### config.mk
export PLATFORM = sky130hd
export DESIGN_NAME = edge_irq_bridge
export DESIGN_NICKNAME = d
export VERILOG_FILES = /design/src/rtl/eib_pkg.sv /design/src/rtl/eib_sync_edge.sv /design/src/rtl/eib_cause_bank.sv /design/src/rtl/eib_lowest_pick.sv /design/src/rtl/edge_irq_bridge.sv
export SDC_FILE = /design/constraint.sdc
export NUM_CORES = 1
export LEC_CHECK = 0
export BUFFER_PORTS_ARGS = -buffer_cell sky130_fd_sc_hd__clkbuf_2
export CAP_MARGIN = 5
export CORE_MARGIN = 5
export CORE_UTILIZATION = 40
export DETAILED_ROUTE_END_ITERATION = 8
export GPL_TIMING_DRIVEN = 0
export SETUP_SLACK_MARGIN = 0.1
export SLEW_MARGIN = 20
export SYNTH_ARGS = -nofsm -noshare
export SYNTH_HDL_FRONTEND = slang
export SYNTH_SLANG_ARGS = --single-unit
### constraint.sdc
create_clock -name clk -period 1.8 [get_ports clk]
set_clock_uncertainty 0.1 [all_clocks]
set_input_delay 0.09 -clock clk [delete_from_list [all_inputs] [get_ports clk]]
set_output_delay 0.09 -clock clk [all_outputs]
set_load 0.01 [all_outputs]
### src/rtl/eib_pkg.sv
`timescale 1ns/1ps
package eib_pkg;
    localparam int unsigned REG_W  = 32;
    localparam int unsigned IDX_W  = 5;
    localparam int unsigned OFS_PEND = 0;
    localparam int unsigned OFS_ENAB = 4;

    typedef enum logic [1:0] {
        SEL_NONE,
        SEL_PEND,
        SEL_ENAB
    } reg_sel_e;

    function automatic logic [REG_W-1:0] below_mask(input logic [IDX_W-1:0] idx);
        return (REG_W'(1) << idx) - REG_W'(1);
    endfunction
endpackage

### src/rtl/eib_sync_edge.sv
`timescale 1ns/1ps
module eib_sync_edge #(
    parameter int unsigned WIDTH = 32
) (
    input  logic             clk,
    input  logic             rst_n,
    input  logic [WIDTH-1:0] src_i,
    output logic [WIDTH-1:0] rise_o
);
    for (genvar g = 0; g < WIDTH; g++) begin : g_bit
        // stage 0 and 1 synchronise, stage 2 holds the previous level
        logic [2:0] stage_q;
        always_ff @(posedge clk or negedge rst_n) begin
            if (!rst_n) begin
                stage_q <= '0;
            end else begin
                stage_q <= {stage_q[1:0], src_i[g]};
            end
        end
        assign rise_o[g] = stage_q[1] & ~stage_q[2];
    end
endmodule

### src/rtl/eib_cause_bank.sv
`timescale 1ns/1ps
module eib_cause_bank #(
    parameter int unsigned WIDTH = 32
) (
    input  logic             clk,
    input  logic             rst_n,
    input  logic [WIDTH-1:0] rise_i,
    input  logic             clr_we_i,
    input  logic [WIDTH-1:0] clr_data_i,
    output logic [WIDTH-1:0] pend_o
);
    logic [WIDTH-1:0] pend_q;
    logic [WIDTH-1:0] pend_d;

    always_comb begin
        pend_d = pend_q;
        if (clr_we_i) begin
            pend_d = pend_d & clr_data_i;
        end
        // a fresh edge wins over a clear on the same edge
        pend_d = pend_d | rise_i;
    end

    always_ff @(posedge clk or negedge rst_n) begin
        if (!rst_n) begin
            pend_q <= '0;
        end else begin
            pend_q <= pend_d;
        end
    end

    assign pend_o = pend_q;

    // every detected edge leaves its bit set
    assert_edge_sets_R2: assert property (@(posedge clk) disable iff (!rst_n)
        (rise_i != '0) |=> ((pend_q & $past(rise_i)) == $past(rise_i)));

    // a bit goes from 0 to 1 only through an edge
    assert_set_only_by_edge_R2: assert property (@(posedge clk) disable iff (!rst_n)
        1'b1 |=> ((pend_q & ~$past(pend_q) & ~$past(rise_i)) == '0));

    // a bit falls only through a clearing write
    assert_clear_needs_write_R4: assert property (@(posedge clk) disable iff (!rst_n)
        !clr_we_i |=> ((~pend_q & $past(pend_q)) == '0));
endmodule

### src/rtl/eib_lowest_pick.sv
`timescale 1ns/1ps
module eib_lowest_pick
    import eib_pkg::*;
#(
    parameter int unsigned WIDTH = 32
) (
    input  logic [WIDTH-1:0] vec_i,
    output logic             any_o,
    output logic [IDX_W-1:0] idx_o
);
    always_comb begin
        any_o = 1'b0;
        idx_o = '0;
        for (int i = WIDTH - 1; i >= 0; i--) begin
            if (vec_i[i]) begin
                any_o = 1'b1;
                idx_o = IDX_W'(i);
            end
        end
    end
endmodule

### src/rtl/edge_irq_bridge.sv
`timescale 1ns/1ps
module edge_irq_bridge
    import eib_pkg::*;
#(
    parameter int unsigned NUM_SRC = 32,
    parameter int unsigned ADDR_W  = 4
) (
    input  logic               clk,
    input  logic               rst_n,
    input  logic [NUM_SRC-1:0] src_i,
    input  logic [ADDR_W-1:0]  bus_addr_i,
    input  logic               bus_wr_i,
    input  logic               bus_rd_i,
    input  logic [REG_W-1:0]   bus_wdata_i,
    output logic [REG_W-1:0]   bus_rdata_o,
    output logic               bus_rvalid_o,
    output logic               irq_o,
    output logic [IDX_W-1:0]   pend_idx_o
);
    localparam logic [REG_W-1:0] IMPL_MASK = REG_W'((64'd1 << NUM_SRC) - 64'd1);

    logic [NUM_SRC-1:0] rise;
    logic [NUM_SRC-1:0] pend;
    logic [NUM_SRC-1:0] enab_q;
    logic [NUM_SRC-1:0] active;
    logic [REG_W-1:0]   active_ext;
    logic               any_active;
    logic [IDX_W-1:0]   low_idx;
    reg_sel_e           sel;
    logic               pend_clr_we;
    logic [REG_W-1:0]   rdata_d;
    logic [REG_W-1:0]   rdata_q;
    logic               rvalid_q;
    logic               irq_q;
    logic [IDX_W-1:0]   idx_q;

    // ---------------- source front end ----------------
    eib_sync_edge #(.WIDTH(NUM_SRC)) u_sync (
        .clk    (clk),
        .rst_n  (rst_n),
        .src_i  (src_i),
        .rise_o (rise)
    );

    // ---------------- register decode ----------------
    always_comb begin
        if (bus_addr_i == ADDR_W'(OFS_PEND)) begin
            sel = SEL_PEND;
        end else if (bus_addr_i == ADDR_W'(OFS_ENAB)) begin
            sel = SEL_ENAB;
        end else begin
            sel = SEL_NONE;
        end
    end

    assign pend_clr_we = bus_wr_i && (sel == SEL_PEND);

    eib_cause_bank #(.WIDTH(NUM_SRC)) u_pend (
        .clk        (clk),
        .rst_n      (rst_n),
        .rise_i     (rise),
        .clr_we_i   (pend_clr_we),
        .clr_data_i (bus_wdata_i[NUM_SRC-1:0]),
        .pend_o     (pend)
    );

    always_ff @(posedge clk or negedge rst_n) begin
        if (!rst_n) begin
            enab_q <= '0;
        end else if (bus_wr_i && (sel == SEL_ENAB)) begin
            enab_q <= bus_wdata_i[NUM_SRC-1:0];
        end
    end

    // ---------------- read path ----------------
    always_comb begin
        unique case (sel)
            SEL_PEND: rdata_d = REG_W'(pend);
            SEL_ENAB: rdata_d = REG_W'(enab_q);
            default:  rdata_d = '0;
        endcase
    end

    always_ff @(posedge clk or negedge rst_n) begin
        if (!rst_n) begin
            rdata_q  <= '0;
            rvalid_q <= 1'b0;
        end else begin
            rvalid_q <= bus_rd_i;
            if (bus_rd_i) begin
                rdata_q <= rdata_d;
            end
        end
    end

    assign bus_rdata_o  = rdata_q;
    assign bus_rvalid_o = rvalid_q;

    // ---------------- request and index ----------------
    assign active     = pend & enab_q;
    assign active_ext = REG_W'(active);

    eib_lowest_pick #(.WIDTH(NUM_SRC)) u_pick (
        .vec_i (active),
        .any_o (any_active),
        .idx_o (low_idx)
    );

    always_ff @(posedge clk or negedge rst_n) begin
        if (!rst_n) begin
            irq_q <= 1'b0;
            idx_q <= '0;
        end else begin
            irq_q <= any_active;
            idx_q <= low_idx;
        end
    end

    assign irq_o      = irq_q;
    assign pend_idx_o = idx_q;

    // the reported index was enabled and pending
    assert_idx_is_active_R7: assert property (@(posedge clk) disable iff (!rst_n)
        irq_o |-> ((($past(active_ext) >> pend_idx_o) & REG_W'(1)) == REG_W'(1)));

    // nothing lower was enabled and pending
    assert_idx_is_lowest_R7: assert property (@(posedge clk) disable iff (!rst_n)
        irq_o |-> (($past(active_ext) & below_mask(pend_idx_o)) == '0));

    // no request without an enabled pending bit
    assert_irq_needs_active_R6: assert property (@(posedge clk) disable iff (!rst_n)
        ($past(active_ext) == '0) |-> (!irq_o && pend_idx_o == '0));

    // unimplemented positions never read as 1
    assert_upper_zero_R5: assert property (@(posedge clk) disable iff (!rst_n)
        bus_rvalid_o |-> ((bus_rdata_o & ~IMPL_MASK) == '0));

    // one valid cycle per read strobe
    assert_rvalid_follows_R11: assert property (@(posedge clk) disable iff (!rst_n)
        bus_rd_i |=> bus_rvalid_o);
endmodule

### Yosys cells after proc, flatten, opt, wreduce, memory -nomap -nowiden

Index checks and enable logic that the tools add are counted.

| cells by class | value |
|---|---|
| add/sub/neg operators | 0 |
| multiply operators | 0 |
| divide/modulo/power cells | 0 |
| order comparisons | 0 |
| equal/unequal tests | 3 |
| shift-type cells | 0 |
| mux-type cells | 68 |
| bitwise logic cells | 67 |
| reductions and logical operators | 3 |

Operators with widths:

| kind | number |
|---|---|
| $mux W5 | 32 |
| $and A32 B32 Y32 | 2 |
| $pmux W32 S2 | 1 |
| $and A1 B1 Y1 | 32 |
| $mux W1 | 32 |
| $mux W32 | 1 |
| $not A1 Y1 | 32 |
| $or A32 B32 Y32 | 1 |
| $eq A4 B3 Y1 const B | 1 |
| $logic_not A4 Y1 | 1 |
| $mux W2 | 2 |
| $eq A2 B1 Y1 const B | 1 |
| $eq A2 B2 Y1 const B | 1 |
| $logic_and A1 B1 Y1 | 2 |

| word-level totals | value |
|---|---|
| flip-flop bits (word level) | 199 |
| latch bits | 0 |
| bits in writable memories | 0 |
| memory bits (read-only) | 0 |
| bits of input ports | 72 |
| output and inout bits | 39 |
| memories | 0 |

### Logic depth before layout (Yosys ltp)

Gate-level depths: netlist of the first run.

| logic depth | value |
|---|---|
| word-level depth | 33 |
| gate-level depth with buffers | 5 |
| mapped depth without buffers | 5 |

### Hierarchy

From an unflattened synthesis of the first run, not the netlist that was laid out.

| unflattened totals | value |
|---|---|
| cells, all modules | 542 |
| area, all modules | 7694.9 sq um |

By module, submodules not included:

| module | instances | cells an instance | area each (sq um) | sequential area each (sq um) |
|---|---|---|---|---|
| edge_irq_bridge | 1 | 250 | 3218.1 | 1776.7 |
| eib_sync_edge | 1 | 128 | 2842.7 | 2402.3 |
| eib_cause_bank | 1 | 99 | 1263.7 | 800.8 |
| eib_lowest_pick | 1 | 65 | 370.4 | 0.0 |

### Worst setup path before layout of the first run

OpenSTA, ideal clock, no wires.

| path | value |
|---|---|
| path type | register to register |
| start | reg enab_q[30] |
| end | reg irq_q (netlist: irq_o) |
| library setup time | 0.135 ns |
| data arrival time | 1.216 ns |
| required time | 1.565 ns |
| path slack | 0.349 ns |
| cell stages (with the launch flop) | 6 |
| cell sequence | dfrtp_1 -> a22o_1 -> and3b_1 -> nand2_1 -> nor3_1 -> nand4b_1 |

| between the ends | value |
|---|---|
| cells in the longest elaborated chain, start to end | 32 |

RTL lines:

| item | RTL line | source |
|---|---|---|
| from (decl) | edge_irq_bridge.sv:24 | `logic [NUM_SRC-1:0] enab_q;` |
| from (signal assigned) | edge_irq_bridge.sv:71 | `enab_q <= bus_wdata_i[NUM_SRC-1:0];` |
| $and A32 B32 Y32 | edge_irq_bridge.sv:100 | `assign active = pend & enab_q;` |
| $mux W1 (31 in a row) | eib_lowest_pick.sv:15 | `if (vec_i[i]) begin` |
| net any_active | edge_irq_bridge.sv:27 | `logic any_active;` |
| to (signal assigned) | edge_irq_bridge.sv:114 | `irq_q <= any_active;` |
| to (decl) | edge_irq_bridge.sv:34 | `logic irq_q;` |

The timed path passes the listed nets, and every way through them passes these cells.
A chain may end at the register's enable or synchronous reset.

### Worst setup path after layout of the first run

| path | value |
|---|---|
| start | in bus_rd_i |
| end | reg rdata_q[4] (netlist: bus_rdata_o[4]) |

RTL lines:

| item | RTL line | source |
|---|---|---|
| from (decl) | edge_irq_bridge.sv:13 | `input logic bus_rd_i,` |
| to (signal assigned) | edge_irq_bridge.sv:91 | `rdata_q <= rdata_d;` |
| to (decl) | edge_irq_bridge.sv:32 | `logic [REG_W-1:0] rdata_q;` |

No word-level cell between the ends.

==> results.toml, run 1 <==
[global_routing]
grt_max_degree = 92
grt.overflow.total = 0
antenna_found_initial = 4
grt_usage = 0.167
grt_pass1_wl_mm = 26.2
grt_pass1_vias = 5175

[sta]
max_freq_mhz = 638
rsz0062_at_grt = "no"
min_period_ns = 1.57
worstMarginPinSlew_ns = 0.727
hold_viol = 0
fin_ws_ns = 0.233
tns_ns = 0
maxSlewHeadroom = 0.514
post-route-period-util = 0.870
final-setup-viol-count = 0
final_max_slew_viol_count = 0

[placed_design]
dp_slack_ns = -0.0218
gp_congestion = 0.780
dp.cells = 872
io_buffers = 110
hpwl_mm = 11.1

[clock_tree]
clock_latency_ns = 0.43
cts-htree-levels = 4
cts_tree = "yes"
root_buffer = "clkbuf_16"
cts_buffer_depth = 2
cts.clk_slew.worst_paths_ns = 0.07
cts_buffers = 17
postCtsSetupRepairBufs = 0
cts_sinks = 199

[cells_and_area]
fin_util = 0.530
final_layout_size_suffix_gt1_frac = 0.206
nFillCells = 1500
finalNetCount = 807
seq_area_um2 = 4980
multiInputGateArea_um2 = 1750
area_growth_pct = 31.2
stdcell_count = 974

[drt]
wirelength_mm = 15.7
first_pass_iters = 6
drt_iter0_drc = 195
vias_per_cell = 4.90
drc = 0
vias = 4774
ant_nets = 0
wl_per_cell_um = 16.1

[floorplan]
start_util = 0.404
row_count = 48
die_w_um = 142
core_um2 = 17100
design.die.area_um2 = 20000
num_io_pins = 111
die_h_um = 142

[logic_synthesis]
synth.ff_latch_count = 199
synth.cell_area_um2 = 6920
yosysTopAreaCell = "dfrtp_1"
synth_ff_type = "dfrtp_1"
synth_common_cells = "dfrtp_1 (199), o21ai_0 (66), a22oi_1 (39)"
syn_inst = 535
synthArstFlopShare = 1.00
yosysTopAreaCellShare = 0.720
synth_edf_count = 0
post-synth-top-count-cell = "dfrtp_1"
ys_seq_area_frac = 0.720
synth_cell_types = 31
syn-num-nets = 607
ys_warn_count = 0
avgSynthCellArea_um2 = 12.9
ys_top_cells_by_area = "dfrtp_1 (72%), mux2_1 (4.9%), o21ai_0 (4.8%), a22oi_1 (4.2%), a21oi_1 (2.7%)"

[critical_path]
crit_path_end_kind = "flop"
required_ns = 1.98
critical_path_class = "in -> reg"
startpoint_type = "input pin"
regToRegStartpoint = "enab_q[30]$_DFFE_PN0P_"
worstPathMaxFanout = 10
reg2reg_to = "pend_idx_o[2]$_DFF_PN0_"
crit_chain = "dlygate4sd3_1 > clkbuf_2 > clkbuf_1 > clkbuf_1 > a21oi_1"
worst-r2r-cell-count = 5
crit_arrival_ns = 1.75
critPathMaxStageDelay_ns = 0.53
rrSetupSlack_ns = 0.24
slowest_stage = "dlygate4sd3_1"
crit_top_cell = "clkbuf_1"

[worst_hold_path]
hp-class = "in -> reg"
hp-start = "bus_wr_i"
holdPathEnd = "u_pend.pend_o[31]$_DFF_PN0_"
min_path_cells = 4

[flow_run]
drv_cap = 0

[power]
vdd_drop_max_v = 0.000667
p_leak_nw = 4.11
finalPower_w = 0.0100
powerDensity_nw_per_um2 = 1100

[status]
status = "finished clean"
==> power breakdown <==
group | internal (W) | total, W | switching, W
Sequential | 0.00486 | 0.00514 | 0.000276
Clock | 0.00194 | 0.00364 | 0.00170
Combinational | 0.000562 | 0.00122 | 0.000657
==> worst max-delay path: cells and delay by family <==
kind | cells | cell delay, ns
AO/OA/AOI/OAI | 1 | 0.15
buffers and inverters | 4 | 1.50
==> final cells by class <==
type / count / share of cell area
antenna: 1 / 0.000276
buffer: 19 / 0.00854
clock buffer: 18 / 0.0473
clock inverter: 14 / 0.0149
inverter: 32 / 0.0132
multi-input combinational: 285 / 0.193
sequential: 199 / 0.549
tap: 225 / 0.0310
timing repair buffer: 181 / 0.144
==> kinds of logic (layout without fill, tap and decap cells) <==
group | count (synthesis) | after routing | synth area share
other cells | 0 | 1 | 0
buf+inv | 51 | 264 | 0.0282
simple gates | 91 | 91 | 0.0602
flops | 199 | 199 | 0.720
mux | 32 | 32 | 0.0521
compound gates | 162 | 162 | 0.140
==> how the worst max path moves through the flow <==
stage	slack, ns	depth (start not counted)	end	from
finish	0.23	5	bus_rdata_o[4]$_DFFE_PN0P_	bus_rd_i
global route	0.11	5	bus_rdata_o[20]$_DFFE_PN0P_	bus_rd_i
CTS	0.13	6	bus_rdata_o[14]$_DFFE_PN0P_	bus_rd_i
detailed placement	-0.02	6	u_pend.pend_o[13]$_DFF_PN0_	bus_addr_i[1]
global placement	-3.00	1	u_sync.g_bit[8].stage_q[1]$_DFF_PN0_	rst_n
floorplan	0.35	5	irq_o$_DFF_PN0_	enab_q[30]$_DFFE_PN0P_
==> layout by cell type, fill, tap and decap left out, drive strengths merged, types with 2 or more instances in the layout <==
cell type    netlist  routed
a211oi             3       3
a21oi             37      37
a22o               3       3
a22oi             39      39
a31oi              4       4
a32o               4       4
and2               2       2
buf                4       6
clkbuf            15     143
clkinv             0       2
clkinvlp           0       3
dfrtp            199     199
dlygate4sd3        0      69
inv               32      40
mux2              32      32
nand2             36      36
nand3              9       9
nor2              35      35
nor3               3       3
o21ai             68      68
==> per-stage QoR <==
step / hold slack (ns) / cell area (um^2)
after floorplan: -0.306 / 6920
after global placement: 0.0989 / 7750
after detailed placement: -0.130 / 7810
after CTS: 0.0213 / 9070
after global routing: 0.0903 / 9080
final: 0.0192 / 9080
==> flip-flops by register name, indices dropped and copies added, names as in the netlist <==
name and cells:
bus_rdata_o 32, bus_rvalid_o 1, enab_q 32, irq_o 1, pend_idx_o 5, u_pend.pend_o 32
u_sync.g_bit.stage_q 96
==> metal layers <==
metal	part of all wire	wire length, um	track usage
met1	0.44	6860	0.217
met2	0.50	7800	0.277
met3	0.051	807	0.0415
met4	0.011	178	0.0525
met5	0.0026	40	0
==> repair_timing <==
| item | CTS | global route |
|---|---|---|
| resized for setup | 1 | 4 |
| hold buffers | 69 | 0 |
| hold endpoints to repair | 296 | 0 |
| pin swaps | 0 | 1 |
| endpoints found under the setup margin | 1 | 21 |
(Power assumes the default switching activity.)
==> run 2, diff against run 1 <==
- CTS_BUF_LIST: default -> sky130_fd_sc_hd__clkbuf_4 sky130_fd_sc_hd__clkbuf_8 sky130_fd_sc_hd__clkbuf_16
==> results.toml, run 2 (synthesized netlist as in run 1, its figures left out) <==
[status]
status = "finished clean"

[worst_hold_path]
hp-class = "in -> reg"
min_path_cells = 4

[placed_design]
dp_slack_ns = -0.0218
io_buffers = 110
hpwl_mm = 11.1
gp_congestion = 0.780

[clock_tree]
root_buffer = "clkbuf_16"
cts.clk_slew.worst_paths_ns = 0.07
clock_latency_ns = 0.43
postCtsSetupRepairBufs = 0
cts_sinks = 199
cts-htree-levels = 4
cts_tree = "yes"
cts_buffers = 17
cts_buffer_depth = 2

[sta]
final-setup-viol-count = 0
final_max_slew_viol_count = 0
max_freq_mhz = 632
maxSlewHeadroom = 0.517
fin_ws_ns = 0.219
min_period_ns = 1.58
post-route-period-util = 0.879
worstMarginPinSlew_ns = 0.722
rsz0062_at_grt = "no"
tns_ns = 0
hold_viol = 0

[power]
p_sw_w = 0.00262
finalPower_w = 0.0100
powerDensity_nw_per_um2 = 1100
comb_power_share = 0.122
seqPwrFrac = 0.514
p_leak_nw = 4.12
p_int_w = 0.00738
clockPowerShare = 0.364
switching_share = 0.262
vdd_drop_max_v = 0.000650

[cells_and_area]
largest_reg_flops = 96
final_common_cell = "dfrtp_1"
fin_util = 0.530
layout_common_cells = "dfrtp_1 (199), clkbuf_2 (111), dlygate4sd3_1 (69), o21ai_0 (66), a22oi_1 (39)"
nFillCells = 1498
area_growth_pct = 31.3
final_layout_size_suffix_gt1_frac = 0.207
top_register = "u_sync.g_bit.stage_q"
finalNetCount = 807
insertedDiodeCount = 0

[critical_path]
critical_path_class = "in -> reg"
crit_path_end_kind = "flop"
worstPathMaxFanout = 10
crit_top_cell = "clkbuf_1"
rrSetupSlack_ns = 0.23
crit_chain = "dlygate4sd3_1 > clkbuf_2 > clkbuf_1 > clkbuf_1 > a21oi_1"
worst-r2r-cell-count = 5
critPathBufInv = 4
required_ns = 1.97
critical_path_depth = 5
critPathMaxStageDelay_ns = 0.53
startpoint_type = "input pin"
crit_arrival_ns = 1.75
crit_family = "buffers and inverters"
slowest_stage = "dlygate4sd3_1"

[drt]
first_pass_iters = 5
wl_per_cell_um = 16.1
wirelength_mm = 15.6
vias_per_cell = 4.91
vias = 4781
ant_nets = 0
drc = 0
drt_iter0_drc = 215

[global_routing]
grt_pass1_vias = 5151
grt.overflow.total = 0
grt_pass1_wl_mm = 26.2
grt_usage = 0.167
grt_max_degree = 92
antenna_found_initial = 3

[floorplan]
num_io_pins = 111
start_util = 0.404
row_count = 48
die_h_um = 142
design.die.area_um2 = 20000
core_um2 = 17100
die_w_um = 142

[flow_run]
drv_cap = 0
run 2: path summary, 6_finish.rpt:
check,from,endpoint
max,bus_rd_i,bus_rdata_o[8]$_DFFE_PN0P_
min,bus_wr_i,u_pend.pend_o[31]$_DFF_PN0_
min in group asynchronous,rst_n,u_sync.g_bit[26].stage_q[1]$_DFF_PN0_
max reg2reg,enab_q[30]$_DFFE_PN0P_,pend_idx_o[2]$_DFF_PN0_
max in group asynchronous,rst_n,enab_q[25]$_DFFE_PN0P_
min reg2reg,u_sync.g_bit[20].stage_q[0]$_DFF_PN0_,u_sync.g_bit[20].stage_q[1]$_DFF_PN0_
run 2: layout make-up:
class	count	area [um^2]	area share
Sequential cell	199	4980	0.548
Multi-Input combinational cell	285	1750	0.193
Timing Repair Buffer	181	1310	0.144
Clock buffer	18	433	0.0477
Tap cell	225	282	0.0310
Clock inverter	14	135	0.0149
Inverter	32	120	0.0132
Buffer	19	77.6	0.00854
run 2: tightest hold or removal path, stage by stage:
cell and delay (ns):
clkbuf_2 0.10, nand2_1 0.16, o21ai_0 0.09, o21ai_0 0.07
run 2: timing repair:
item,CTS,global route
pin swaps,0,1
resized for setup,1,4
endpoints found under the setup margin,1,21
hold endpoints to repair,296,0
hold buffers,69,0
run 2: through the flow:
step	hold slack [ns]	cell area [um^2]	cells
6_report	0.0243	9080	973
5_1_grt	0.0885	9080	973
4_1_cts	0.0200	9080	973
3_5_place_dp	-0.130	7810	872
3_3_place_gp	0.0989	7750	870
2_1_floorplan	-0.306	6920	535
run 2: layer usage:
layer	GRT usage	routed length (um)
met1	0.216	6740
met2	0.279	7930
met3	0.0421	812
met4	0.0485	90
met5	0	40
run 2: power by group through the flow:
stage / registers [W] / clock network [W] / logic (W)
4_1_cts: 0.00513 / 0.00375 / 0.00124
5_1_grt: 0.00518 / 0.00394 / 0.00138
2_1_floorplan: 0.00518 / 0 / 0.000589
6_report: 0.00514 / 0.00364 / 0.00122
3_3_place_gp: 0.00520 / 0 / 0.00106
3_5_place_dp: 0.00522 / 0 / 0.00110
==> run 3, diff against run 2 <==
- CORE_ASPECT_RATIO: default -> 0.9
==> results.toml, run 3 (synthesized netlist as in run 1, its figures left out) <==
[clock_tree]
root_buffer = "clkbuf_16"
cts-htree-levels = 4
cts_tree = "yes"
cts_buffer_depth = 2
cts.clk_slew.worst_paths_ns = 0.07
cts_sinks = 199
clock_latency_ns = 0.43
cts_buffers = 17

[sta]
max_freq_mhz = 626
maxSlewHeadroom = 0.581
final_max_slew_viol_count = 0
rsz0062_at_grt = "yes"
min_period_ns = 1.60
worstMarginPinSlew_ns = 0.629
final-setup-viol-count = 0
hold_ws_ns = -0.0107
post-route-period-util = 0.888
hold_viol = 19

[worst_hold_path]
hp-class = "in -> async"

[cells_and_area]
fin_util = 0.537
nFillCells = 1462
final_layout_size_suffix_gt1_frac = 0.205
largest_reg_flops = 96
multiInputGateArea_um2 = 1750
fin_area_um2 = 9100
final_common_cell = "dfrtp_1"
top_register = "u_sync.g_bit.stage_q"
area_growth_pct = 31.5
finalNetCount = 806
insertedDiodeCount = 0
layout_common_cells = "dfrtp_1 (199), clkbuf_2 (109), dlygate4sd3_1 (68), o21ai_0 (66), a22oi_1 (39)"
seq_area_um2 = 4980

[critical_path]
startpoint_type = "flop"
rrSetupSlack_ns = 0.20
critPathMaxStageDelay_ns = 0.41
worst-r2r-cell-count = 5
regToRegStartpoint = "enab_q[30]$_DFFE_PN0P_"
required_ns = 2.00
reg2reg_to = "irq_o$_DFF_PN0_"
crit_path_end_kind = "flop"
worstPathMaxFanout = 4
crit_chain = "a22o_1 > and3b_1 > nand2_1 > nor3_2 > nand4b_1"
slowest_stage = "dfrtp_1"
critical_path_class = "reg -> reg"
crit_arrival_ns = 1.80

[drt]
vias = 4794
vias_per_cell = 4.88
drc = 0
ant_nets = 0
first_pass_iters = 4
wl_per_cell_um = 16.3
wirelength_mm = 16.0
drt_iter0_drc = 229

[power]
powerDensity_nw_per_um2 = 1110
p_leak_nw = 4.11
vdd_drop_max_v = 0.000598

[placed_design]
dpl_cell_area_um2 = 7830
io_buffers = 110
hpwl_mm = 11.0
gp_congestion = 0.772

[floorplan]
num_io_pins = 111
core_um2 = 16900
die_w_um = 149
row_count = 45
start_util = 0.408
design.die.area_um2 = 20000
die_h_um = 135

[flow_run]
drv_cap = 0

[status]
failed_checks = "hold timing"
status = "finished with violations"

[global_routing]
grt.overflow.total = 0
grt_usage = 0.165
antenna_found_initial = 0
grt_pass1_wl_mm = 25.7
grt_pass1_vias = 5090
grt_max_degree = 95
[run 3: how the worst max path moves through the flow]
| stage | startpoint | endpoint | slack [ns] |
|---|---|---|---|
| 3_3_place_gp | rst_n | u_sync.g_bit[2].stage_q[0]$_DFF_PN0_ | -3.07 |
| 3_5_place_dp | bus_addr_i[1] | u_pend.pend_o[16]$_DFF_PN0_ | -0.09 |
| 4_1_cts | enab_q[30]$_DFFE_PN0P_ | irq_o$_DFF_PN0_ | 0.15 |
| 6_report | enab_q[30]$_DFFE_PN0P_ | irq_o$_DFF_PN0_ | 0.20 |
| 5_1_grt | enab_q[30]$_DFFE_PN0P_ | irq_o$_DFF_PN0_ | 0.09 |
| 2_1_floorplan | enab_q[30]$_DFFE_PN0P_ | irq_o$_DFF_PN0_ | 0.35 |
[run 3: layer usage]
metal,up-vias,GRT usage,share of wire
met4,0,0.0580,0.015
met3,20,0.0399,0.052
met1,2382,0.221,0.46
met2,121,0.266,0.48
li1,2271,-,-
met5,-,0,0
[run 3: per-stage QoR]
step | setup slack, ns | instances | setup TNS [ns] | total power, W
floorplan | 0.349 | 535 | 0 | 0.00577
global placement | -3.07 | 880 | -607.85 | 0.00627
detailed placement | -0.0868 | 882 | -0.597 | 0.00633
CTS | 0.153 | 983 | 0 | 0.0102
global route | 0.0908 | 982 | 0 | 0.0106
finish | 0.201 | 982 | 0 | 0.0101
[run 3: repair_timing]
| item | in CTS | in global routing |
|---|---|---|
| hold buffers | 69 | 0 |
| gates resized for setup | 0 | 1 |
| endpoints found under the setup margin | 0 | 20 |
| setup buffers | 0 | 0 |
| endpoints found under the hold margin | 296 | 0 |
[run 3: layout make-up]
cell class | instances | area share
plain buffers | 19 | 0.00825
clock buffers | 22 | 0.0509
clock inverters | 10 | 0.0133
inverters | 32 | 0.0132
multi-input cells | 285 | 0.192
flip-flops and latches | 199 | 0.547
well taps | 235 | 0.0323
repair buffers | 180 | 0.142
[run 3: where the power goes]
part	internal (W)	leakage, nW	total, W	switching [W]
clock network	0.00213	0.278	0.00374	0.00161
registers	0.00486	2.28	0.00514	0.000283
logic	0.000560	1.55	0.00123	0.000674
[run 3: worst max-delay path, delay by kind of cell (launching register included)]
kind	cells	cell delay [ns]
simple gates	4	0.69
compound gates	1	0.26
flops	1	0.41
